### src/rtl/ptm_pkg.sv
package ptm_pkg;

    // control register bit positions (software visible)
    localparam int CTL_W     = 4;
    localparam int RUN_BIT   = 0;
    localparam int IE_BIT    = 1;
    localparam int SLOW_BIT  = 2;
    localparam int FLAG_BIT  = 3;

    typedef struct packed {
        logic flag;
        logic slow;
        logic ie;
        logic run;
    } ctl_t;

    typedef enum logic {
        SEL_PERIOD = 1'b0,
        SEL_CTL    = 1'b1
    } reg_sel_e;

    function automatic int wider(input int a, input int b);
        return (a > b) ? a : b;
    endfunction

    // terminal count of a divide-by-2**log2 stage
    function automatic int div_last(input int log2);
        return (1 << log2) - 1;
    endfunction

endpackage

### src/rtl/ptm_prescaler.sv
module ptm_prescaler
    import ptm_pkg::*;
#(
    parameter int FAST_LOG2 = 2,
    parameter int SLOW_LOG2 = 8,
    parameter int PRE_W     = wider(FAST_LOG2, SLOW_LOG2)
) (
    input  logic clk,
    input  logic rst,
    input  logic run,
    input  logic slow,
    input  logic restart,
    output logic tick
);

    localparam logic [PRE_W-1:0] LAST_FAST = PRE_W'(div_last(FAST_LOG2));
    localparam logic [PRE_W-1:0] LAST_SLOW = PRE_W'(div_last(SLOW_LOG2));

    logic [PRE_W-1:0] pre_q;
    logic [PRE_W-1:0] last;

    always_comb begin
        last = slow ? LAST_SLOW : LAST_FAST;
        // >= so a switch to the short divide while running still wraps
        tick = run && !restart && (pre_q >= last);
    end

    always_ff @(posedge clk) begin
        if (rst || !run || restart) begin
            pre_q <= '0;
        end else if (tick) begin
            pre_q <= '0;
        end else begin
            pre_q <= pre_q + 1'b1;
        end
    end


    // run_start_chk
    run_start_chk: assert property (@(posedge clk) disable iff (rst)
        $rose(run) |-> (pre_q == '0));

endmodule

### src/rtl/ptm_counter.sv
module ptm_counter #(
    parameter int CNT_W = 16
) (
    input  logic             clk,
    input  logic             rst,
    input  logic             tick,
    input  logic             load,
    input  logic [CNT_W-1:0] load_val,
    input  logic [CNT_W-1:0] reload_val,
    output logic             expire
);

    logic [CNT_W-1:0] cnt_q;
    logic             at_zero;

    always_comb begin
        at_zero = (cnt_q == '0);
        expire  = tick && at_zero && !load;
    end

    always_ff @(posedge clk) begin
        if (rst) begin
            cnt_q <= '1;
        end else if (load) begin
            cnt_q <= load_val;
        end else if (tick) begin
            cnt_q <= at_zero ? reload_val : (cnt_q - 1'b1);
        end
    end


    // hold_chk
    hold_chk: assert property (@(posedge clk) disable iff (rst)
        (!tick && !load) |=> $stable(cnt_q));


    // reload_chk
    reload_chk: assert property (@(posedge clk) disable iff (rst)
        expire |=> (cnt_q == $past(reload_val)));

endmodule

### src/rtl/ptm_regs.sv
module ptm_regs
    import ptm_pkg::*;
#(
    parameter int CNT_W = 16
) (
    input  logic             clk,
    input  logic             rst,
    input  logic             wr_en,
    input  logic             wr_sel,
    input  logic [CNT_W-1:0] wr_data,
    input  logic             rd_sel,
    input  logic             expire,
    output ctl_t             ctl,
    output logic [CNT_W-1:0] reload,
    output logic             load,
    output logic [CNT_W-1:0] rd_data,
    output logic             irq
);

    logic wr_ctl;
    logic clear_req;

    always_comb begin
        load      = wr_en && (reg_sel_e'(wr_sel) == SEL_PERIOD);
        wr_ctl    = wr_en && (reg_sel_e'(wr_sel) == SEL_CTL);
        clear_req = wr_ctl && wr_data[FLAG_BIT];
        irq       = ctl.flag && ctl.ie;
        if (reg_sel_e'(rd_sel) == SEL_CTL) begin
            rd_data = {{(CNT_W-CTL_W){1'b0}}, ctl};
        end else begin
            rd_data = reload;
        end
    end

    always_ff @(posedge clk) begin
        if (rst) begin
            reload <= '1;
            ctl    <= '0;
        end else begin
            if (load) begin
                reload <= wr_data;
            end
            if (wr_ctl) begin
                ctl.run  <= wr_data[RUN_BIT];
                ctl.ie   <= wr_data[IE_BIT];
                ctl.slow <= wr_data[SLOW_BIT];
            end
            // a fresh expiry outranks a clearing write
            if (expire) begin
                ctl.flag <= 1'b1;
            end else if (clear_req) begin
                ctl.flag <= 1'b0;
            end
        end
    end


    // flag_set_chk
    flag_set_chk: assert property (@(posedge clk) disable iff (rst)
        expire |=> ctl.flag);


    // flag_clr_chk
    flag_clr_chk: assert property (@(posedge clk) disable iff (rst)
        $fell(ctl.flag) |-> $past(wr_en && wr_sel && wr_data[FLAG_BIT]));


    // collide_chk
    collide_chk: assert property (@(posedge clk) disable iff (rst)
        (expire && clear_req) |=> ctl.flag);

endmodule

### src/rtl/ptick_timer.sv
module ptick_timer
    import ptm_pkg::*;
#(
    parameter int CNT_W     = 16,
    parameter int FAST_LOG2 = 2,
    parameter int SLOW_LOG2 = 8
) (
    input  logic             clk,
    input  logic             rst,
    input  logic             wr_en,
    input  logic             wr_sel,
    input  logic [CNT_W-1:0] wr_data,
    input  logic             rd_sel,
    output logic [CNT_W-1:0] rd_data,
    output logic             irq
);

    localparam int PRE_W = wider(FAST_LOG2, SLOW_LOG2);

    ctl_t             ctl;
    logic [CNT_W-1:0] reload;
    logic             load;
    logic             tick;
    logic             expire;

    ptm_regs #(.CNT_W(CNT_W)) u_regs (
        .clk     (clk),
        .rst     (rst),
        .wr_en   (wr_en),
        .wr_sel  (wr_sel),
        .wr_data (wr_data),
        .rd_sel  (rd_sel),
        .expire  (expire),
        .ctl     (ctl),
        .reload  (reload),
        .load    (load),
        .rd_data (rd_data),
        .irq     (irq)
    );

    ptm_prescaler #(
        .FAST_LOG2 (FAST_LOG2),
        .SLOW_LOG2 (SLOW_LOG2),
        .PRE_W     (PRE_W)
    ) u_pre (
        .clk     (clk),
        .rst     (rst),
        .run     (ctl.run),
        .slow    (ctl.slow),
        .restart (load),
        .tick    (tick)
    );

    ptm_counter #(.CNT_W(CNT_W)) u_cnt (
        .clk        (clk),
        .rst        (rst),
        .tick       (tick),
        .load       (load),
        .load_val   (wr_data),
        .reload_val (reload),
        .expire     (expire)
    );

endmodule

### config.mk
export PLATFORM = sky130hd
export DESIGN_NAME = ptick_timer
export DESIGN_NICKNAME = d
export VERILOG_FILES = /design/src/rtl/ptm_pkg.sv /design/src/rtl/ptm_prescaler.sv /design/src/rtl/ptm_counter.sv /design/src/rtl/ptm_regs.sv /design/src/rtl/ptick_timer.sv
export SDC_FILE = /design/constraint.sdc
export NUM_CORES = 1
export LEC_CHECK = 0
export ABC_AREA = 0
export CORE_AREA = 2 2 57 113
export DETAILED_ROUTE_END_ITERATION = 10
export DIE_AREA = 0 0 59 115
export PLACE_DENSITY = 0.76
export SLEW_MARGIN = 10
export SYNTH_ARGS = -nofsm -noshare
export SYNTH_HDL_FRONTEND = slang
export SYNTH_HIERARCHICAL = 1
export SYNTH_SLANG_ARGS = --single-unit
export TNS_END_PERCENT = 10
### constraint.sdc
create_clock -name clk -period 3 [get_ports clk]
set_input_delay 0.9 -clock clk [delete_from_list [all_inputs] [get_ports clk]]
set_output_delay 0.9 -clock clk [all_outputs]
set_load 0.01 [all_outputs]
==> results of run 1 <==
power by group:
group	internal (mW)	switching [mW]
Sequential	0.613	0.0322
Combinational	0.110	0.0944
Clock	0.392	0.229
Total	1.11	0.355
cell usage after synthesis (2+ instances only):
cell       n
a211oi_1  17
a21bo_2    3
a21oi_1   13
buf_1      2
buf_2      3
clkbuf_1  13
dfxtp_1   44
ha_1       9
inv_1      6
mux2_2     5
mux2i_1   17
nand2_1    9
nand2b_1   4
nand3_1   12
nor2_1    45
nor2b_1   13
nor3_1     8
nor3b_1   14
nor4_1     4
o211a_1    2
o211ai_1   2
o21ai_0   22
o21ai_1    9
or3_1      4
xnor2_1    8
xor2_1     2
area by class of cell:
type	instances	area (sq um)	area share [%]
clock inverters	2	35.0	1.08
clock buffers	6	129	3.97
well taps	63	78.8	2.43
multi-input cells	241	1610	49.5
flip-flops and latches	44	881	27.1
repair buffers	50	494	15.2
inverters	6	22.5	0.693
critical path: stages:
cell	delay (ns)
dlygate4sd2_1	0.30
buf_4	0.20
nor2b_1	0.13
clkdlybuf4s50_1	0.54
per-layer routing:
metal  vias up  share of wire, %
met4         0               1.6
met5         -                 0
li1       1198                 -
met1      1119                44
met3        10               4.9
met2        78                49
placed cells by master (no fill, tap or decap), drive strengths merged, types with 12 or more instances in the layout:
cell type       n
a211oi         17
a21oi          13
buf            14
clkdlybuf4s50  27
dfxtp          44
mux2i          17
nand3          12
nor2           45
nor2b          14
nor3b          14
o21ai          31
cells by family (layout without fill, tap and decap cells):
logic type | after synthesis | in the layout | share of synthesized area [%]
muxes | 22 | 22 | 8.68
buffers and inverters | 26 | 64 | 4.79
DFF | 44 | 44 | 33.7
and+or+nand+nor | 124 | 124 | 26.2
adders and majority gates | 9 | 9 | 4.31
AOI/OAI and AO/OA | 76 | 76 | 18.9
xor gates and xnor gates | 10 | 10 | 3.36
flip-flops by register name, indices dropped and copies added, names as in the netlist:
register	cells
u_cnt/cnt_q	16
u_pre/pre_q	8
u_regs/ctl	4
u_regs/reload	16
how the worst max path moves through the flow:
stage                      start             to  slack (ns)  cells past startpoint
final                     rd_sel    rd_data[15]        0.03                      4
after global routing      rd_sel    rd_data[11]      0.0006                      4
after CTS                 rd_sel    rd_data[13]        0.02                      4
after detailed placement  rd_sel     rd_data[3]       -0.23                      3
after global placement    rd_sel     rd_data[2]       -0.20                      3
after floorplan            wr_en  u_regs/ctl[3]        0.53                     10
timing repair:
action | in CTS | in global routing
endpoints found under the setup margin | 16 | 8
hold buffers | 0 | 0
gates resized for setup | 1 | 8
==> summary.md, run 1 <==
| Metric | Value |
|---|---|
| Status | completed |
| Clock tree buffer depth | 2 |
| Hpwl dp | 4.72 mm |
| Clock Sinks | 44 |
| Initial antenna violation count | 0 |
| Hold-critical path depth | 1 |
| Crit Path Class | in -> out |
| Initial Util | 44.2% |
| IO Count | 38 |
| H-tree level count | 2 |
| Area leader, netlist | dfxtp_1 |
| Leak | 1.27 nW |
| FILL cells | 545 |
| Max-slew violation count | 0 |
| Die height | 115 um |
| Async S/R FF share, synth | 0% |
| First-pass GRT wire length | 10.7 mm |
| Final setup vio count | 0 |
| Setup Fix Bufs, Post-CTS | 0 |
| Final Hold Vio Count | 0 |
| GRT Total Usage | 19.8% |
| Drt total wl | 6.51 mm |
| RSZ-0062 raised after global routing | no |
| Clock Skews | 0.00501 ns |
| Reg2reg start | u_regs/ctl[2] |
| DP Worst Slack | -0.231 ns |
| GR peak layer | met2 |
| WP data arrival | 2.07 ns |
| Peak supply drop | 0.362 mV |
| Slew headroom | 54.9% |
| Final net count | 378 |
| Worst Reg-to-Reg Cells | 9 |
| Post-Syn Area per Cell | 8.39 sq um |
| Syn_nets | 341 |
| Synth Warn # | 6 |
| R2r endpoint | u_cnt/cnt_q[12] |
| Diodes inserted | 0 |
| Row count | 40 |
| Critical path startpoint category | input pin |
| Critical Path Sink Type | output pin |
| Setup tns final | 0 ns |
| P per Cell Area | 452 nW/um^2 |
| Non-filler cells, final | 412 |
| Clock Tree Root | clkbuf_16 |
| CTS tree | done |
| R2R Setup Slk | 0.59 ns |
| Vias | 2405 |
| Slew @ Worst Pin | 0.674 ns |
| Hold slack final | 0.498 ns |
| Mapped Area | 2610 sq um |
| Vias in the first global route | 2341 |
| Placed Cells incl. Taps | 404 |
| Share of cells above drive strength 1 | 10.9% |
| Number of synthesized register bits | 44 |
| Finished Core Util | 55.0% |
| Num CTS Buffers | 5 |
| Clk slew on worst S/H paths | 0.06 ns |
| Placed Area | 3070 sq um |
| Largest net degree at the start of global routing | 52 |
| I/O Buffers | 37 |
| Overflow after GRT | 0 |
| Hold WC Path Type | reg -> reg |
| DRC | 0 |
| Top-area cell type share of the netlist area | 33.7% |
| Critical Path RT | 2.10 ns |
| Unique cell type count in the Yosys netlist | 47 |
| Hold Path Origin | u_pre/pre_q[0] |
| Final worst setup slack | 0.0273 ns |
| Die X | 59 um |
| Post-synth EDFFs | 0 |
| Fmax | 336 MHz |
| Max Cap Viol | 0 |
| Clk_lat worst skew | 0.29 ns |
| Met1 Usage GRT | 25.4% |
| Peak fanout along the critical path | 12 |
| Cells after Synth | 311 |
| Sequential share of the synthesized area | 33.7% |
| Routability congestion estimate from global placement | 0.841 |
| Final Power | 1.47 mW |
| Global-route met2 utilization | 32.7% |
| WHS Endpoint | u_pre/pre_q[0] |
| Core area | 5910 sq um |
| Met3 Track Usage GR | 3.37% |
| DR pass1 iterations | 4 |
| Routed length per placed instance | 15.8 um |
| Final min period | 2.97 ns |
| Vias/cell | 5.84 |
| Final Cell Area | 3250 sq um |
| Syn-to-layout area delta | 24.5% |
| Main flop type after synthesis | dfxtp_1 |
| Top post-synthesis cells by area | dfxtp_1 34%, mux2i_1 6.5%, nor2_1 6.5%, a211oi_1 4.9%, ha_1 4.3% |
| Fin crit share | 99.1% |
| Area of the die | 6790 sq um |
| Post-route ant nets | 0 |
| DRT iter0 DRCs | 89 |
Power figures use the tool's default switching activity.
==> run 2, diff against run 1 <==
- CTS_BUF_LIST: not set -> sky130_fd_sc_hd__clkbuf_8
- SETUP_SLACK_MARGIN: not set -> 0.2
==> run 2 against run 1 <==
Net effect:
- global-route usage fell by 0.16 points
- sequential cell count did not move
- combinational power barely moved
- clock skew rose by 0.0023 ns
- register-to-register slack barely moved
- hold slack improved by 0.0023 ns
- setup slack improved by 0.20 ns
- non-clock buffer count did not move
- first-iteration DRC count rose by 45%
- critical endpoint is now rd_data[0]
- via count fell by 0.46%
- clock power fell by 27%
- largest power group unchanged
- total power fell by 12%
==> summary.md, run 2 (same netlist as run 1, synthesis figures left out) <==
| Metric | Value |
|---|---|
| H-tree level count | 2 (unchanged) |
| Non-filler cells, final | 412 (unchanged) |
| Syn-to-layout area delta | 22.5% |
| Overflow after GRT | 0 (unchanged) |
| Clock Skews | 0.00731 ns (+0.00231 ns) |
| Vias/cell | 5.81 (-0.46%) |
| Critical Path RT | 2.10 ns (about the same) |
| Final setup vio count | 0 (unchanged) |
| Crit Path Class | in -> out |
| DR pass1 iterations | 4 (unchanged) |
| Hold Path Origin | u_pre/pre_q[0] |
| Status | completed |
| Drt total wl | 6.37 mm (-2.1%) |
| RSZ-0062 raised after global routing | no |
| Clock tree buffer depth | 2 (unchanged) |
| Leak | 1.29 nW (+1.5%) |
| Most frequent cells in the layout | 45 x nor2_1, 44 x dfxtp_1, 22 x clkdlybuf4s50_1, 22 x o21ai_0 |
| Setup Fix Bufs, Post-CTS | 0 (unchanged) |
| DRT iter0 DRCs | 129 (+45%) |
| Max Cap Viol | 0 (unchanged) |
| Critical path startpoint category | input pin |
| Registers with the most flip-flops | u_cnt/cnt_q x16, u_regs/reload x16, u_pre/pre_q x8 |
| Hpwl dp | 4.72 mm (unchanged) |
| WP data arrival | 1.87 ns (-0.20 ns) |
| WHS Endpoint | u_pre/pre_q[0] |
| Vias | 2394 (-0.46%) |
| Final min period | 2.77 ns (-0.203 ns) |
| Clock Sinks | 44 (unchanged) |
| Peak fanout along the critical path | 5 (-7) |
| Num CTS Buffers | 5 (unchanged) |
| Post-route ant nets | 0 (unchanged) |
| Reg2reg start | u_regs/ctl[2] |
| Final Hold Vio Count | 0 (unchanged) |
| Final net count | 378 (unchanged) |
| Slew @ Worst Pin | 0.680 ns (+0.00569 ns) |
| IO Count | 38 (unchanged) |
| P per Cell Area | 405 nW/um^2 (-10%) |
| FILL cells | 546 (+0.18%) |
| Critical Path Sink Type | output pin |
| First-pass GRT wire length | 10.7 mm (-0.77%) |
| Largest net degree at the start of global routing | 52 (unchanged) |
| I/O Buffers | 37 (unchanged) |
| Initial antenna violation count | 0 (unchanged) |
| Fmax | 361 MHz (+7.3%) |
| Critical-path top delay cell | clkdlybuf4s50_1 |
| Clock Tree Root | clkbuf_8 |
| CTS tree | done |
| Die height | 115 um (unchanged) |
| Share of cells above drive strength 1 | 11.2% (+0.29 points) |
| Peak supply drop | 0.317 mV (-12%) |
| Die X | 59 um (unchanged) |
| Worst Reg-to-Reg Cells | 9 (unchanged) |
| Routability congestion estimate from global placement | 0.841 (unchanged) |
| Initial Util | 44.2% (unchanged) |
| Hold WC Path Type | reg -> reg |
| Max-slew violation count | 0 (unchanged) |
| Commonest non-fill, non-tap cell in the layout | nor2_1 |
| GRT Total Usage | 19.6% (-0.16 points) |
| Core area | 5910 sq um (unchanged) |
| Diodes inserted | 0 (unchanged) |
| Slew headroom | 54.5% (-0.38 points) |
| Crit path buf inv count | 2 (-1) |
| Placed Cells incl. Taps | 404 (unchanged) |
| R2r endpoint | u_cnt/cnt_q[12] |
| Hold slack final | 0.500 ns (+0.00229 ns) |
| R2R Setup Slk | 0.59 ns (about the same) |
| Vias in the first global route | 2295 (-2.0%) |
| Hold-critical path depth | 1 (unchanged) |
| Crit-path max cell delay | 0.48 ns (-0.06 ns) |
| Routed length per placed instance | 15.5 um (-2.1%) |
| Clk slew on worst S/H paths | 0.08 ns (+0.02 ns) |
| Area of the die | 6790 sq um (unchanged) |
| Clk_lat worst skew | 0.30 ns (about the same) |
| Row count | 40 (unchanged) |
| Fin crit share | 92.3% (-6.8 points) |
| DRC | 0 (unchanged) |
| Crit path max-delay family | buffers and inverters |
| Crit path cell chain | clkbuf_2, mux2_2, clkdlybuf4s50_1 |
| Hold-fix buffer count after cts | 0 (unchanged) |
==> run 2: changes by cell type in the layout (fill, tap and decap cells not counted), sizes merged <==
cell	change
inv	+1
clkdlybuf4s50	-5
dlymetal6s2s	+4
==> run 2: per-stage QoR <==
stage / power (mW) / util, % / cell area, sq um / setup slack (ns) / setup TNS (ns)
global route: 1.35 / 54.2 / 3200 / 0.200 / 0
finish: 1.30 / 54.2 / 3200 / 0.230 / 0
detailed placement: 0.860 / 51.9 / 3070 / -0.231 / -3.28
CTS: 1.31 / 53.7 / 3170 / 0.0172 / 0
global placement: 0.854 / 51.9 / 3070 / -0.197 / -2.80
floorplan: 0.769 / - / 2610 / 0.525 / 0
==> run 2: what timing repair did <==
item | 4_1_cts | 5_1_grt
setup endpoints to repair | 16 | 15
endpoints found under the hold margin | 0 | 0
pin swaps | 0 | 0
resized for setup | 2 | 14
==> run 2: cell type report <==
type | instances | area, sq um | area share [%]
multi-input combinational | 241 | 1610 | 50.3
clock buffer | 5 | 68.8 | 2.15
clock inverter | 3 | 38.8 | 1.21
inverter | 6 | 22.5 | 0.704
timing repair buffer | 50 | 499 | 15.6
tap | 63 | 78.8 | 2.46
sequential | 44 | 881 | 27.5
==> run 2: worst register-to-register path: cells and delay by family (launching register included) <==
family | cells | cell delay, ns
AO/OA/AOI/OAI | 4 | 1.01
flip-flops | 1 | 0.37
adder cells (fa/ha/maj) | 1 | 0.32
buffers and inverters | 2 | 0.30
AND/OR/NAND/NOR | 2 | 0.28
==> run 2: metal layers <==
metal	up-vias	GRT usage [%]	wire length, um
li1	1197	-	-
met1	1123	25.2	2800
met2	68	32.4	3200
met3	6	3.15	282
met4	0	7.12	83
met5	-	0	0
==> run 2: worst max path at each step <==
| stage | from | to | slack (ns) | cells past startpoint |
|---|---|---|---|---|
| floorplan | wr_en | u_regs/ctl[3] | 0.53 | 10 |
| global placement | rd_sel | rd_data[2] | -0.20 | 3 |
| detailed placement | rd_sel | rd_data[3] | -0.23 | 3 |
| CTS | rd_sel | rd_data[8] | 0.02 | 4 |
| global route | rd_sel | rd_data[9] | 0.20 | 4 |
| finish | rd_sel | rd_data[0] | 0.23 | 3 |
==> run 2: where the power goes <==
group / internal [mW] / total (mW) / switching, mW
clock network: 0.244 / 0.451 / 0.207
logic: 0.108 / 0.201 / 0.0931
registers: 0.612 / 0.643 / 0.0314
total: 0.964 / 1.30 / 0.332
==> run 3, diff against run 2 <==
- GPL_TIMING_DRIVEN: not set -> 0
- HOLD_SLACK_MARGIN: not set -> 0.1
==> run 3 against run 2 <==
Net effect:
- critical path depth is 1 higher
- combinational power is 5% higher
- sequential cell count stayed put
- register-to-register slack worse by 0.14 ns
- global-route usage is 2.1 points higher
- core utilization is 0.11 points lower
- maximum frequency is 2.9% lower
- total power is 3.1% higher
- clock skew is 0.0026 ns higher
- cell area is 0.20% lower
- final cell count is 1.7% higher
==> summary.md, run 3 (same netlist as run 1, synthesis figures left out) <==
| Metric | Value |
|---|---|
| Row count | 40 (unchanged) |
| Critical Path RT | 2.10 ns (about the same) |
| Routed length per placed instance | 16.7 um (+8.0%) |
| Diodes inserted | 0 (unchanged) |
| I/O Buffers | 36 (-2.7%) |
| Die height | 115 um (unchanged) |
| Peak supply drop | 0.376 mV (+19%) |
| Switching part of the total | 27.0% (+1.4 points) |
| DR pass1 iterations | 4 (unchanged) |
| RSZ-0062 raised after global routing | yes |
| Leak | 1.19 nW (-7.7%) |
| Registers with the most flip-flops | u_cnt/cnt_q x16, u_regs/reload x16, u_pre/pre_q x8 |
| Core area | 5910 sq um (unchanged) |
| Most frequent cells in the layout | 45 x nor2_1, 44 x dfxtp_1, 32 x clkdlybuf4s50_1, 22 x o21ai_0 |
| Critical path startpoint category | input pin |
| H-tree level count | 2 (unchanged) |
| Num CTS Buffers | 5 (unchanged) |
| Vias in the first global route | 2533 (+10%) |
| Vias | 2490 (+4.0%) |
| Critical Path Sink Type | output pin |
| Final Hold Vio Count | 0 (unchanged) |
| Clk_lat worst skew | 0.31 ns (about the same) |
| Final net count | 385 (+1.9%) |
| Routability congestion estimate from global placement | 0.852 (+1.3%) |
| Clock Sinks | 44 (unchanged) |
| Vias/cell | 5.94 (+2.3%) |
| DRT iter0 DRCs | 163 (+26%) |
| Gate power share | 15.9% (+0.4 points) |
| Crit Path Class | in -> out |
| NetSw | 360 uW (+8.6%) |
| Initial Util | 44.2% (unchanged) |
| GRT Total Usage | 21.8% (+2.1 points) |
| Hold slack final | 0.487 ns (-0.0131 ns) |
| Fmax | 351 MHz (-2.9%) |
| Fin crit share | 95.1% (+2.7 points) |
| Final min period | 2.85 ns (+0.0824 ns) |
| IO Count | 38 (unchanged) |
| Max Cap Viol | 0 (unchanged) |
| Status | completed |
| Commonest non-fill, non-tap cell in the layout | nor2_1 |
| Slew @ Worst Pin | 0.960 ns (+0.280 ns) |
| CTS tree | done |
| Hold WC Path Type | reg -> reg |
| Peak fanout along the critical path | 10 (+5) |
| Post-route ant nets | 0 (unchanged) |
| Crit-path max cell delay | 0.55 ns (+0.07 ns) |
| Setup tns final | 0 ns (unchanged) |
| Crit path cell chain | clkbuf_2, clkbuf_4, nor2b_1, clkdlybuf4s50_1 |
| Critical-path top delay cell | clkdlybuf4s50_1 |
| Share of cells above drive strength 1 | 11.0% (-0.22 points) |
| Hpwl dp | 5.22 mm (+11%) |
| Finished Core Util | 54.0% (-0.11 points) |
| Sequential fraction of design power | 48.2% (-1.5 points) |
| DRC | 0 (unchanged) |
| Drt total wl | 7.00 mm (+9.9%) |
| WP data arrival | 1.95 ns (+0.08 ns) |
| Clock tree buffer depth | 2 (unchanged) |
| Largest net degree at the start of global routing | 16 (-69%) |
| Syn-to-layout area delta | 22.3% |
| Clk slew on worst S/H paths | 0.09 ns (about the same) |
| Initial antenna violation count | 0 (unchanged) |
| Area of the die | 6790 sq um (unchanged) |
| Slew headroom | 35.5% (-19 points) |
| Die X | 59 um (unchanged) |
| Clock share of power | 35.9% (+1.1 points) |
| First-pass GRT wire length | 11.7 mm (+9.5%) |
| Final Power | 1.34 mW (+3.1%) |
| Max-slew violation count | 0 (unchanged) |
| P per Cell Area | 418 nW/um^2 (+3.3%) |
| Power Internal | 975 uW (+1.2%) |
| Final setup vio count | 0 (unchanged) |
| Clock Skews | 0.00994 ns (+0.00263 ns) |
| Clock Tree Root | clkbuf_8 |
| Overflow after GRT | 0 (unchanged) |
run 3: cell types whose count changed in the layout (fill, tap and decap cells not counted), moves of 3 or more:
cell	previous run	this run
buf_4	12	1
dlymetal6s2s_1	12	3
buf_2	1	4
clkbuf_2	1	5
clkdlybuf4s50_1	22	32
clkbuf_1	0	7
run 3: timing repair:
action	CTS	global route
hold buffers	0	0
pin swaps	0	1
buffers inserted	0	1
gates cloned	0	0
endpoints found under the setup margin	31	30
resized for setup	10	3
run 3: final timing paths:
check | start | to | slack [ns] | cells past startpoint
max | rd_sel | rd_data[14] | 0.15 | 4
min reg2reg | u_pre/pre_q[0] | u_pre/pre_q[0] | 0.49 | 1
min | u_pre/pre_q[0] | u_pre/pre_q[0] | 0.49 | 1
max reg2reg | u_cnt/cnt_q[3] | u_regs/ctl[3] | 0.45 | 6
run 3: worst max-delay path: cells and delay by family:
| kind | cells | cell delay (ns) |
|---|---|---|
| and+or+nand+nor | 1 | 0.13 |
| buffers and inverters | 3 | 0.92 |
run 3: metrics by stage:
| step | instances | setup slack [ns] | area, sq um |
|---|---|---|---|
| 4_1_cts | 418 | 0.128 | 3180 |
| 3_5_place_dp | 410 | -0.475 | 3050 |
| 5_1_grt | 419 | 0.0638 | 3190 |
| 3_3_place_gp | 410 | -0.440 | 3050 |
| 6_report | 419 | 0.147 | 3190 |
| 2_1_floorplan | 311 | 0.525 | 2610 |
run 3: per-layer routing:
layer | vias up | global-route usage [%] | wire, um
li1 | 1209 | - | -
met1 | 1197 | 28.0 | 3060
met2 | 78 | 34.1 | 3530
met3 | 6 | 5.17 | 346
met4 | 0 | 9.24 | 70
met5 | - | 0 | 0
run 3: area by class of cell:
class	count	area, sq um
inverter	6	22.5
fill	568	2710
timing repair buffer	37	374
multi-input combinational	241	1610
tap	63	78.8
buffer	20	114
sequential	44	881
clock inverter	3	46.3
clock buffer	5	68.8
run 3: power groups by stage:
stage / Combinational, mW / Clock (mW) / Sequential [mW]
3_5_place_dp: 0.210 / 0 / 0.656
3_3_place_gp: 0.204 / 0 / 0.654
2_1_floorplan: 0.122 / 0 / 0.646
4_1_cts: 0.212 / 0.485 / 0.643
5_1_grt: 0.231 / 0.504 / 0.648
6_report: 0.212 / 0.479 / 0.644
